<file path="src/rtl/pnp_bank_pkg.sv">
package pnp_bank_pkg;

  localparam logic [15:0] PORT_INDEX = 16'h0279;
  localparam logic [15:0] PORT_WDATA = 16'h0A79;
  localparam logic [15:0] PORT_RDATA = 16'h03E3;

  localparam logic [7:0] REG_SELECT = 8'h07;
  localparam logic [7:0] REG_ENABLE = 8'h30;
  localparam logic [7:0] REG_BASEHI = 8'h60;
  localparam logic [7:0] REG_BASELO = 8'h61;
  localparam logic [7:0] REG_IRQ    = 8'h70;
  localparam logic [7:0] REG_DMA    = 8'h74;

  typedef enum logic [2:0] {
    FLD_NONE, FLD_SEL, FLD_EN, FLD_BHI, FLD_BLO, FLD_IRQ, FLD_DMA
  } fieldT;

  // control to datapath strobes
  typedef struct packed {
    logic       dataWr;
    logic       rdEn;
    fieldT      field;
    logic [7:0] wrData;
  } ctrlStrobeT;

  function automatic fieldT decodeField(input logic [7:0] idx);
    case (idx)
      REG_SELECT: return FLD_SEL;
      REG_ENABLE: return FLD_EN;
      REG_BASEHI: return FLD_BHI;
      REG_BASELO: return FLD_BLO;
      REG_IRQ:    return FLD_IRQ;
      REG_DMA:    return FLD_DMA;
      default:    return FLD_NONE;
    endcase
  endfunction

  // power-on resource map
  function automatic logic [7:0] defEnable(input int dev);
    return (dev <= 3) ? 8'h01 : 8'h00;
  endfunction

  function automatic logic [15:0] defBase(input int dev);
    case (dev)
      0:       return 16'h03F0;
      1:       return 16'h03F8;
      2:       return 16'h02F8;
      3:       return 16'h0378;
      default: return 16'h0000;
    endcase
  endfunction

  function automatic logic [7:0] defIrq(input int dev);
    case (dev)
      0:       return 8'd6;
      1:       return 8'd4;
      2:       return 8'd3;
      3:       return 8'd7;
      default: return 8'd0;
    endcase
  endfunction

  function automatic logic [7:0] defDma(input int dev);
    return (dev == 0) ? 8'd2 : 8'd0;
  endfunction

  // which devices pulse on any field change, which only on enable change
  function automatic logic pulsesOnAny(input int dev);
    return (dev >= 1) && (dev <= 3);
  endfunction

  function automatic logic pulsesOnEnable(input int dev);
    return dev == 0;
  endfunction

endpackage

</file>
<file path="src/rtl/pnp_bank_ctrl.sv">
module pnp_bank_ctrl
  import pnp_bank_pkg::*;
(
  input  logic        clk,
  input  logic        rstN,
  input  logic        cfgEnable,
  input  logic [15:0] busAddr,
  input  logic [7:0]  busWrData,
  input  logic        busWr,
  input  logic        busRd,
  output ctrlStrobeT  strb
);
  logic [7:0] regIdx;
  logic       idxWr;

  assign idxWr = cfgEnable && busWr && (busAddr == PORT_INDEX);

  always_ff @(posedge clk) begin
    if (!rstN)      regIdx <= 8'h00;
    else if (idxWr) regIdx <= busWrData;
  end

  always_comb begin
    strb.dataWr = cfgEnable && busWr && (busAddr == PORT_WDATA);
    strb.rdEn   = cfgEnable && busRd && (busAddr == PORT_RDATA);
    strb.field  = decodeField(regIdx);
    strb.wrData = busWrData;
  end
endmodule

</file>
<file path="src/rtl/pnp_bank_dp.sv">
module pnp_bank_dp
  import pnp_bank_pkg::*;
#(
  parameter int NUM_DEV = 8,
  localparam int SEL_W  = $clog2(NUM_DEV)
)(
  input  logic                   clk,
  input  logic                   rstN,
  input  ctrlStrobeT             strb,
  output logic [7:0]             busRdData,
  output logic [NUM_DEV-1:0]     devActive,
  output logic [8*NUM_DEV-1:0]   devEnableFlat,
  output logic [16*NUM_DEV-1:0]  devBaseFlat,
  output logic [8*NUM_DEV-1:0]   devIrqFlat,
  output logic [8*NUM_DEV-1:0]   devDmaFlat,
  output logic [NUM_DEV-1:0]     reconfigurePulse
);
  logic [SEL_W-1:0] devSel;
  logic [7:0]       enR   [NUM_DEV];
  logic [15:0]      baseR [NUM_DEV];
  logic [7:0]       irqR  [NUM_DEV];
  logic [7:0]       dmaR  [NUM_DEV];
  logic [7:0]       curVal;
  logic             devField;
  logic [NUM_DEV-1:0] pulseNext;

  // value of the addressed register for the selected device
  always_comb begin
    case (strb.field)
      FLD_SEL: curVal = {{(8-SEL_W){1'b0}}, devSel};
      FLD_EN:  curVal = enR[devSel];
      FLD_BHI: curVal = baseR[devSel][15:8];
      FLD_BLO: curVal = baseR[devSel][7:0];
      FLD_IRQ: curVal = irqR[devSel];
      FLD_DMA: curVal = dmaR[devSel];
      default: curVal = 8'hFF;
    endcase
  end

  assign busRdData = strb.rdEn ? curVal : 8'hFF;
  assign devField  = (strb.field != FLD_NONE) && (strb.field != FLD_SEL);

  always_comb begin
    for (int d = 0; d < NUM_DEV; d++) begin
      pulseNext[d] = strb.dataWr && devField && (devSel == SEL_W'(d)) &&
                     (curVal != strb.wrData) &&
                     (pulsesOnAny(d) || (pulsesOnEnable(d) && strb.field == FLD_EN));
    end
  end

  always_ff @(posedge clk) begin
    if (!rstN) begin
      devSel           <= '0;
      reconfigurePulse <= '0;
      for (int d = 0; d < NUM_DEV; d++) begin
        enR[d]   <= defEnable(d);
        baseR[d] <= defBase(d);
        irqR[d]  <= defIrq(d);
        dmaR[d]  <= defDma(d);
      end
    end else begin
      reconfigurePulse <= pulseNext;
      if (strb.dataWr) begin
        case (strb.field)
          FLD_SEL: devSel               <= strb.wrData[SEL_W-1:0];
          FLD_EN:  enR[devSel]          <= strb.wrData;
          FLD_BHI: baseR[devSel][15:8]  <= strb.wrData;
          FLD_BLO: baseR[devSel][7:0]   <= strb.wrData;
          FLD_IRQ: irqR[devSel]         <= strb.wrData;
          FLD_DMA: dmaR[devSel]         <= strb.wrData;
          default: ;
        endcase
      end
    end
  end

  for (genvar g = 0; g < NUM_DEV; g++) begin : gFlat
    assign devActive[g]            = enR[g][0];
    assign devEnableFlat[8*g +: 8] = enR[g];
    assign devBaseFlat[16*g +: 16] = baseR[g];
    assign devIrqFlat[8*g +: 8]    = irqR[g];
    assign devDmaFlat[8*g +: 8]    = dmaR[g];
  end
endmodule

</file>
<file path="src/rtl/pnp_ldev_bank.sv">
module pnp_ldev_bank
  import pnp_bank_pkg::*;
#(
  parameter int NUM_DEV = 8
)(
  input  logic                   clk,
  input  logic                   rstN,
  input  logic                   cfgEnable,
  input  logic [15:0]            busAddr,
  input  logic [7:0]             busWrData,
  input  logic                   busWr,
  input  logic                   busRd,
  output logic [7:0]             busRdData,
  output logic [NUM_DEV-1:0]     devActive,
  output logic [8*NUM_DEV-1:0]   devEnableFlat,
  output logic [16*NUM_DEV-1:0]  devBaseFlat,
  output logic [8*NUM_DEV-1:0]   devIrqFlat,
  output logic [8*NUM_DEV-1:0]   devDmaFlat,
  output logic [NUM_DEV-1:0]     reconfigurePulse
);
  ctrlStrobeT strb;

  pnp_bank_ctrl uCtrl (
    .clk(clk), .rstN(rstN), .cfgEnable(cfgEnable), .busAddr(busAddr),
    .busWrData(busWrData), .busWr(busWr), .busRd(busRd), .strb(strb)
  );

  pnp_bank_dp #(.NUM_DEV(NUM_DEV)) uDp (
    .clk(clk), .rstN(rstN), .strb(strb), .busRdData(busRdData),
    .devActive(devActive), .devEnableFlat(devEnableFlat),
    .devBaseFlat(devBaseFlat), .devIrqFlat(devIrqFlat),
    .devDmaFlat(devDmaFlat), .reconfigurePulse(reconfigurePulse)
  );
endmodule

</file>
<file path="config.mk">
export PLATFORM = sky130hd
export DESIGN_NAME = pnp_ldev_bank
export DESIGN_NICKNAME = d
export VERILOG_FILES = /design/src/rtl/pnp_bank_pkg.sv /design/src/rtl/pnp_bank_ctrl.sv /design/src/rtl/pnp_bank_dp.sv /design/src/rtl/pnp_ldev_bank.sv
export SDC_FILE = /design/constraint.sdc
export NUM_CORES = 1
export LEC_CHECK = 0
export BUFFER_PORTS_ARGS = -buffer_cell sky130_fd_sc_hd__buf_2
export CAP_MARGIN = 40
export CORE_UTILIZATION = 39
export CTS_CLUSTER_SIZE = 8
export DETAILED_ROUTE_END_ITERATION = 7
export HOLD_SLACK_MARGIN = 0.03
export SLEW_MARGIN = 20
export SYNTH_ARGS = -nofsm -noshare
export SYNTH_HDL_FRONTEND = slang
export SYNTH_HIERARCHICAL = 1
export SYNTH_SLANG_ARGS = --single-unit
</file>
<file path="constraint.sdc">
create_clock -name clk -period 4.37 [get_ports clk]
set_input_delay 0.6555 -clock clk [delete_from_list [all_inputs] [get_ports clk]]
set_output_delay 0.6555 -clock clk [all_outputs]
set_load 0.01 [all_outputs]
</file>
Word-level counts from Yosys, hierarchy flattened
Memory sizes are Yosys's and may differ from the RTL's. A register that Yosys moved wholly into a read port is not among the register bits.
Cells that the tools add are included.
{"block": "word_totals", "reg_bits": 19, "ramBits": 320, "output_inout_bits": 344, "elab_cells": 105, "mem_count": 4}
{"block": "classes", "eq_ne": 20, "mux": 54, "n_reduce_logical": 23}
{"memory": "uDp.baseR", "words": 8, "width": 16, "rd": 9, "rd_ports_with_merged_regs": 1, "write_ports": 8, "line": "pnp_bank_dp.sv:20", "rtl": "logic [15:0] baseR [NUM_DEV];"}
{"memory": "uDp.dmaR", "words": 8, "width": 8, "rd": 9, "rd_ports_with_merged_regs": 1, "write_ports": 8, "line": "pnp_bank_dp.sv:22", "rtl": "logic [7:0] dmaR [NUM_DEV];"}
{"memory": "uDp.enR", "words": 8, "width": 8, "rd": 9, "rd_ports_with_merged_regs": 1, "write_ports": 8, "line": "pnp_bank_dp.sv:19", "rtl": "logic [7:0] enR [NUM_DEV];"}
{"memory": "uDp.irqR", "words": 8, "width": 8, "rd": 9, "rd_ports_with_merged_regs": 1, "write_ports": 8, "line": "pnp_bank_dp.sv:21", "rtl": "logic [7:0] irqR [NUM_DEV];"}
{"cell": "two-way mux 16 bit", "count": 6}
{"cell": "two-way mux 8 bit", "count": 9}
{"cell": "case mux 8 bit (6 select lines)", "count": 1}
{"cell": "two-way mux 3 bit", "count": 12}
{"cell": "equality test 16 x 10 -> 1 bit (second input constant)", "count": 2}
{"cell": "equality test 8 x 7 -> 1 bit (second input constant)", "count": 4}
{"cell": "two-way mux 1 bit", "count": 24}
{"cell": "OR reduction 8 bit", "count": 3}
{"cell": "case mux 3 bit (6 select lines)", "count": 1}
{"cell": "equality test 16 x 12 -> 1 bit (second input constant)", "count": 1}
{"cell": "logical AND 1 bit", "count": 16}
{"cell": "OR reduction 16 bit", "count": 1}
{"cell": "equality test 3 x 2 -> 1 bit (second input constant)", "count": 4}
{"cell": "equality test 3 bit (second input constant)", "count": 3}
{"cell": "equality test 8 x 3 -> 1 bit (second input constant)", "count": 1}
{"cell": "equality test 8 x 6 -> 1 bit (second input constant)", "count": 1}
{"cell": "!= test 8 bit", "count": 1}
{"cell": "equality test 3 x 1 -> 1 bit (second input constant)", "count": 2}
{"cell": "logical NOT 3 bit", "count": 1}
{"cell": "!= test 3 x 1 -> 1 bit (second input constant)", "count": 1}
{"cell": "nonzero test 3 bit", "count": 1}
{"cell": "two-way mux 2 bit", "count": 1}
{"cell": "AND reduction 2 bit", "count": 1}

Logic depth before layout (Yosys ltp)
Gate-level depths: netlist of the first run.
{"block": "depth", "word_depth": 9, "ltp_mapped": 13, "ltp_nobuf": 11}

By module
The synthesis of the first run kept the hierarchy.
{"module": "pnp_bank_dp", "instances": 1, "cells_each": 1122, "area_each_um2": 15608.7}
{"module": "pnp_bank_ctrl", "instances": 1, "cells_each": 72, "area_each_um2": 613.1}

Worst setup path before layout of the first run
OpenSTA, ideal clock, no wires.
{"block": "synth_path", "path_kind": "input port to flip-flop", "from": "input busAddr[1]", "to": "memory uDp.baseR[7][0] (enable)", "setup_ns": 0.384, "arrival_time_ns": 2.846, "t_required_ns": 3.986, "slack_ns": 1.140, "cell_stages": 9, "n_path_buf": 3, "cell_sequence": "nand4b_4 > or3_1 > clkbuf_2 > nor3_1 > and2_1 > clkbuf_1 > nand2_1 > clkbuf_1 > o21ai_0"}
{"element": "from (decl)", "line": "pnp_ldev_bank.sv:9", "rtl": "input logic [15:0] busAddr,"}
{"element": "to (decl)", "line": "pnp_bank_dp.sv:20"}

==> results of run 1 <==
[per-layer routing]
| metal | wire (um) | vias to the layer above | track usage |
|---|---|---|---|
| li1 | - | 5150 | - |
| met1 | 24200 | 6015 | 0.371 |
| met2 | 27800 | 567 | 0.439 |
| met3 | 4810 | 78 | 0.0558 |
| met4 | 1580 | 0 | 0.0874 |
| met5 | 0 | - | 0 |
[report_power, final]
| part | switching (W) | leakage (nW) | internal (W) | total [W] |
|---|---|---|---|---|
| Clock | 0.00134 | 0.652 | 0.00207 | 0.00341 |
| Combinational | 0.000344 | 3.63 | 0.000203 | 0.000548 |
| Sequential | 0.000111 | 3.21 | 0.00370 | 0.00381 |
[critical path: stages, from the launching register on]
cell      delay [ps]
dfxtp_1          300
nor2_1           200
nand4b_1         250
o31ai_4          680
buf_4            290
nor4bb_1         100
a22o_1           300
a211oi_1         260
and4_1           290
nand2_1          130
buf_2            160
[worst paths after layout]
kind / slack, ps / from / endpoint
setup / recovery: 200 / uCtrl/regIdx[3] / busRdData[7]
hold / removal: 490 / uCtrl/regIdx[7] / uCtrl/regIdx[7]
setup reg to reg: 640 / uCtrl/regIdx[3] / uDp/reconfigurePulse[2]
hold reg to reg: 490 / uCtrl/regIdx[7] / uCtrl/regIdx[7]
[registers in the layout (all words and copies together) (netlist names), named ones only]
signal / flops
uDp/dmaR: 64
uDp/reconfigurePulse: 4
uDp/enR: 64
uDp/baseR: 128
uCtrl/regIdx: 8
uDp/irqR: 64
uDp/devSel: 3
[layout by cell type, fill, tap and decap left out, types with 4 or more instances in the layout]
master / count
dfxtp_1: 16
buf_2: 368
nand4_1: 4
nand3_1: 27
nor2_1: 56
a21oi_1: 13
nand3b_1: 7
or3_1: 40
a22oi_1: 19
nor3_2: 4
and2_1: 287
mux2i_1: 39
nor2b_1: 6
conb_1: 4
o21ai_0: 49
edfxtp_1: 320
and3b_1: 5
buf_4: 68
clkbuf_1: 21
nand2_1: 38
a21boi_1: 8
mux4_2: 61
a221oi_1: 5
buf_12: 7
nor3_1: 5
mux2_2: 8
clkbuf_16: 50
xor2_1: 5
[logic make-up after synthesis]
group	after synthesis
compound gates	117
mux	108
simple gates	505
flops	338
xor+xnor	8
other cells	1
buf+inv	117
[cell type report]
class,count,area share
repair buffers,444,0.124
clock inverters,2,0.00105
inverters,3,0.000557
diodes,2,0.000248
well taps,532,0.0329
flip-flops and latches,338,0.494
multi-input cells,742,0.282
clock buffers,71,0.0658
[per-stage QoR]
step                      setup WS (ps)  power, W  utilization  cell area (sq um)  hold WS [ps]
after CTS                           273   0.00782        0.494              20200           466
after detailed placement            648   0.00442        0.461              18900           484
after global placement              796   0.00440        0.459              18800           462
final                               198   0.00776        0.494              20200           493
after floorplan                    1140   0.00406            -              16200           448
after global routing               91.9   0.00798        0.494              20200           497
==> impl_results.md, run 1 <==
- Final WL: 58400 um
- MaxCap Viol Count: 0
- Drt first pass iters: 5
- Area Growth Syn to Fin: 24.6%
- Die H: 206 um
- GR Overflow Total: 0
- Post-CTS Setup Inserts: 0
- Synth Register Bits: around 340
- RSZ-0062 raised after global routing: no
- # DRC: 0
- Starting Density: 0.396
- Main combinational cell family by area after synthesis: simple AND/OR/NAND/NOR gates
- Seq/Total Area, Yosys: 0.615
- Power per Cell Area: 384 nW/um^2
- Final setup TNS: 0 ps
- IO Pins: 373
- Core Area: 40900 sq um
- Multi-input logic area: between 5000 and 6000 sq um
- Asr flop ratio synth: 0
- Layout cells sized above 1: 0.362
- Number of fill cells: around 3700
- Peak VDD IR: 0.000354 V
- Placer Congestion: about 0.9
- CP startpoint kind: flop
- Number of flops mapped to enable cells by yosys: 320
- Total CTS buffers: 48
- CTS tree: done
- Fin. max-slew vios: 0
- Vias after detailed routing: 11800
- Mapped cell area: 16200 sq um
- Hold path depth: 2
- Die width: 206 um
- Final hold vios: 0
- Lkg Pwr: 7.48 nW
- Routed Antenna Nets: 0
- Synth warn: 6
- Synth Area in Compound Gates: 0.0458
- Initial antenna violation count: 1
- Vias in the first global route: roughly 12000
- FF/Latch Area: about 10000 sq um
- Critical path peak fanout: 17
- Synth cell count leaders: edfxtp_1, and2_1, clkbuf_1
- Slew @ Worst Pin: 893 ps
- First-pass GRT wire length: 81700 um
- Syn avg cell area: 13.6 sq um
- Post-cts resize count: 0
- Post-DP HPWL: 41800 um
- Cell with the most instances after synthesis: edfxtp_1
- # H-tree levels: 2
- Simple-gate share of the synthesized area: 0.185
- Post-Layout Cell Count: 2134
- Req. time, crit path: 3710 ps
- Clk_lat worst skew: 570 ps
- Worst-case clock skew: between 20 and 25 ps
- Critical Path AT: ~3500 ps
- Clock Sinks: ~340
- Status: finished, final reports clean
- Largest cells by area after synthesis: edfxtp_1, and2_1, mux4_2
- Adder-cell share of the synthesized area: 0
- Crit path capture type: primary output
- Reg2Reg Depth: 12
- WL per Instance: 27.4 um
- Cell variety after synth: 61
- Fraction of the cycle the final worst path needs: 0.955
- Largest area contributor in the netlist: edfxtp_1
- Rows: 74
- Synth top area share: 0.592
- Syn Inst Count: 1194
- Synth Flop Type: edfxtp_1
- Kind of critical path: flop to primary output
- CTS hold repair buffers: 0
- Cell Count Post-Placement: slightly above 2000
- Final nets: 1606
- Post-Synth XOR/XNOR Area: 0.00432
- Hold WC Path Type: flop to flop
- GRT Util Overall: 0.273
- Max transition margin: 0.403
- Pin count of the biggest net entering global routing: 53
- Setup violators final: 0
- Mux cell area share after synthesis: 0.114
- Via density: 5.53
- I/O Buffers: around 370
- CTS root buf: clkbuf_16
- Post-layout min period: 4170 ps
- Max Freq: 0.240 GHz
- Clk pin slew, worst setup/hold paths: 50 ps
- CTS max path bufs: 3
- Die area: between 40000 and 50000 sq um
- Initial DRC count: ~1100
Power figures use the tool's default switching activity.
==> run 2, diff against run 1 <==
--- a/config.mk
+++ b/config.mk
@@ -7,10 +7,13 @@
 export LEC_CHECK = 0
 export BUFFER_PORTS_ARGS = -buffer_cell sky130_fd_sc_hd__buf_2
 export CAP_MARGIN = 40
+export CELL_PAD_IN_SITES_DETAIL_PLACEMENT = 1
+export CELL_PAD_IN_SITES_GLOBAL_PLACEMENT = 1
 export CORE_UTILIZATION = 39
 export CTS_CLUSTER_SIZE = 8
 export DETAILED_ROUTE_END_ITERATION = 7
 export HOLD_SLACK_MARGIN = 0.03
+export PLACE_DENSITY_LB_ADDON = 0.1
 export SLEW_MARGIN = 20
 export SYNTH_ARGS = -nofsm -noshare
 export SYNTH_HDL_FRONTEND = slang
==> run 2 against run 1 <==
  * Die area unchanged
  * Sequential share of layout area shrank 0.13 points
  * Maximum frequency increased by 1.8%
  * Flip-flop and latch count unchanged
  * Combinational power rose by 1%
  * Global-route usage rose by 1.5 points
  * Sequential power about the same
  * Largest cell class unchanged
  * Largest power group unchanged
==> impl_results.md, run 2 (synthesis results as in run 1) <==
- Antenna Cells: 0 (-2)
- Final nets: 1604 (-0.12%)
- # H-tree levels: 2 (unchanged)
- I/O Buffers: 368 (unchanged)
- Max stage delay cell, worst path: dfxtp_1
- Req. time, crit path: 3710 ps (about the same)
- Slew @ Worst Pin: 884 ps (-9.57 ps)
- GRT Util Overall: 0.288 (+0.0146)
- Final setup TNS: 0 ps (unchanged)
- CTS tree: done
- Max transition margin: 0.410 (+0.00675)
- Rows: 74 (unchanged)
- Setup violators final: 0 (unchanged)
- Routed Antenna Nets: 0 (unchanged)
- Final hold vios: 0 (unchanged)
- Starting Density: 0.396 (unchanged)
- Die width: 206 um (unchanged)
- First-pass GRT wire length: 85800 um (+4.9%)
- Initial DRC count: 876 (-17%)
- Top delay family on crit path: simple AND/OR/NAND/NOR gates
- Crit path largest cell delay: 480 ps (-200 ps)
- Critical path peak fanout: 18 (+1)
- CTS max path bufs: 3 (unchanged)
- Placer Congestion: 0.856 (-3.3%)
- Via density: 5.55 (+0.36%)
- Worst setup margin: 272 ps (+74.0 ps)
- Power per Cell Area: 385 nW/um^2 (+0.25%)
- WL per Instance: 28.9 um (+5.5%)
- Drt first pass iters: 5 (unchanged)
- Commonest non-fill, non-tap cell in the layout: buf_2
- Status: finished, final reports clean
- Final WL: 61500 um (+5.2%)
- CTS hold repair buffers: 0 (unchanged)
- Die area: 42400 sq um (unchanged)
- Fraction of the cycle the final worst path needs: 0.938 (-0.0169)
- Lkg Pwr: 7.50 nW (+0.14%)
- Clk pin slew, worst setup/hold paths: 60 ps (about the same)
- Most frequent cells in the layout: buf_2, edfxtp_1, and2_1
- Clk_lat worst skew: 590 ps (+20 ps)
- Layout cells sized above 1: 0.362 (about the same)
- Hold WC Path Type: primary input to flop
- Peak VDD IR: 0.000304 V (-14%)
- Initial antenna violation count: 1 (unchanged)
- RSZ-0062 raised after global routing: no
- Crit-path cells: xnor2_1 > a21oi_1 > nor3_2 > buf_4 > and3b_1 > a22o_1 > a22oi_1 > and4b_1 > nand2_1 > buf_2
- GR Overflow Total: 0 (unchanged)
- CP startpoint kind: flop
- IO Pins: 373 (unchanged)
- Pin count of the biggest net entering global routing: 53 (unchanged)
- Biggest register: uDp/baseR
- Max Freq: 0.244 GHz (+1.8%)
- Fin. max-slew vios: 0 (unchanged)
- CTS root buf: clkbuf_16
- Critical Path AT: 3440 ps (-80 ps)
- Post-Layout Cell Count: 2128 (-0.28%)
- Worst path buffer plus inverter count: 2 (unchanged)
- Post-DP HPWL: 44100 um (+5.3%)
- Cell Count Post-Placement: 2054 (-0.24%)
- Core Area: 40900 sq um (unchanged)
- Vias after detailed routing: 11800 (+0.076%)
- Worst-case clock skew: 27.3 ps (+3.41 ps)
- Die H: 206 um (unchanged)
- Place WS: 656 ps (+7.95 ps)
- # DRC: 0 (unchanged)
- Vias in the first global route: 12100 (+4.7%)
- Area Growth Syn to Fin: 25.0%
- Kind of critical path: flop to primary output
- MaxCap Viol Count: 0 (unchanged)
- Clock Sinks: 338 (unchanged)
- Total CTS buffers: 48 (unchanged)
- Max FFs per register: 128 (unchanged)
- Post-layout min period: 4100 ps (-74.0 ps)
- Crit path capture type: primary output
## run 2: changes by cell type in the layout (fill, tap and decap cells not counted), moves of 2 or more
cell      before  now
buf_4         68   59
diode_2        2    0
buf_16         0    3
clkbuf_1      21   19
buf_6          1    4
## run 2: what timing repair did
action                                 CTS  global route
endpoints found under the hold margin    0             0
buffers inserted                         0             3
setup endpoints to repair                0             1
resized for setup                        0             0
## run 2: power breakdown
part	leakage (nW)	switching, W	total [W]	internal [W]
combinational	3.64	0.000351	0.000556	0.000205
clock	0.646	0.00138	0.00344	0.00206
sequential	3.21	0.000114	0.00381	0.00369
## run 2: worst reg2reg max path, stage by stage (launching register included)
cell	delay [ps]
dfxtp_1	310
nor2_1	190
nand4b_1	260
nor2_2	480
buf_8	220
and3b_1	460
nand2_1	650
nor2_1	680
and2_1	220
## run 2: cell type report
cell class              count  area [sq um]
fillers                  4265         20700
flip-flops and latches    338          9980
multi-input cells         742          5700
repair buffers            442          2570
clock buffers              69          1320
well taps                 532           666
clock inverters             2          23.8
inverters                   3          11.3
## run 2: layer usage
| metal | wire (um) | GRT usage | up-vias |
|---|---|---|---|
| met1 | 25900 | 0.387 | 6096 |
| met3 | 4850 | 0.0686 | 81 |
| li1 | - | - | 5150 |
| met4 | 1580 | 0.0859 | 0 |
| met2 | 29200 | 0.462 | 492 |
| met5 | 0 | 0 | - |
## run 2: worst paths after layout
check / startpoint / endpoint / slack, ps / cells past startpoint
hold / removal: busAddr[7] / uCtrl/regIdx[1] / 470 / 4
hold reg to reg: uCtrl/regIdx[3] / uCtrl/regIdx[3] / 490 / 2
setup / recovery: uCtrl/regIdx[2] / busRdData[0] / 270 / 10
setup reg to reg: uCtrl/regIdx[7] / uDp/irqR[5][5] / 780 / 8
## run 2: per-stage QoR
| stage | hold WS, ps | utilization | area, sq um | power (W) |
|---|---|---|---|---|
| 6_report | 472 | 0.495 | 20300 | 0.00780 |
| 2_1_floorplan | 448 | - | 16200 | 0.00406 |
| 4_1_cts | 444 | 0.494 | 20200 | 0.00788 |
| 3_3_place_gp | 462 | 0.457 | 18700 | 0.00441 |
| 5_1_grt | 491 | 0.495 | 20300 | 0.00803 |
| 3_5_place_dp | 473 | 0.462 | 18900 | 0.00443 |
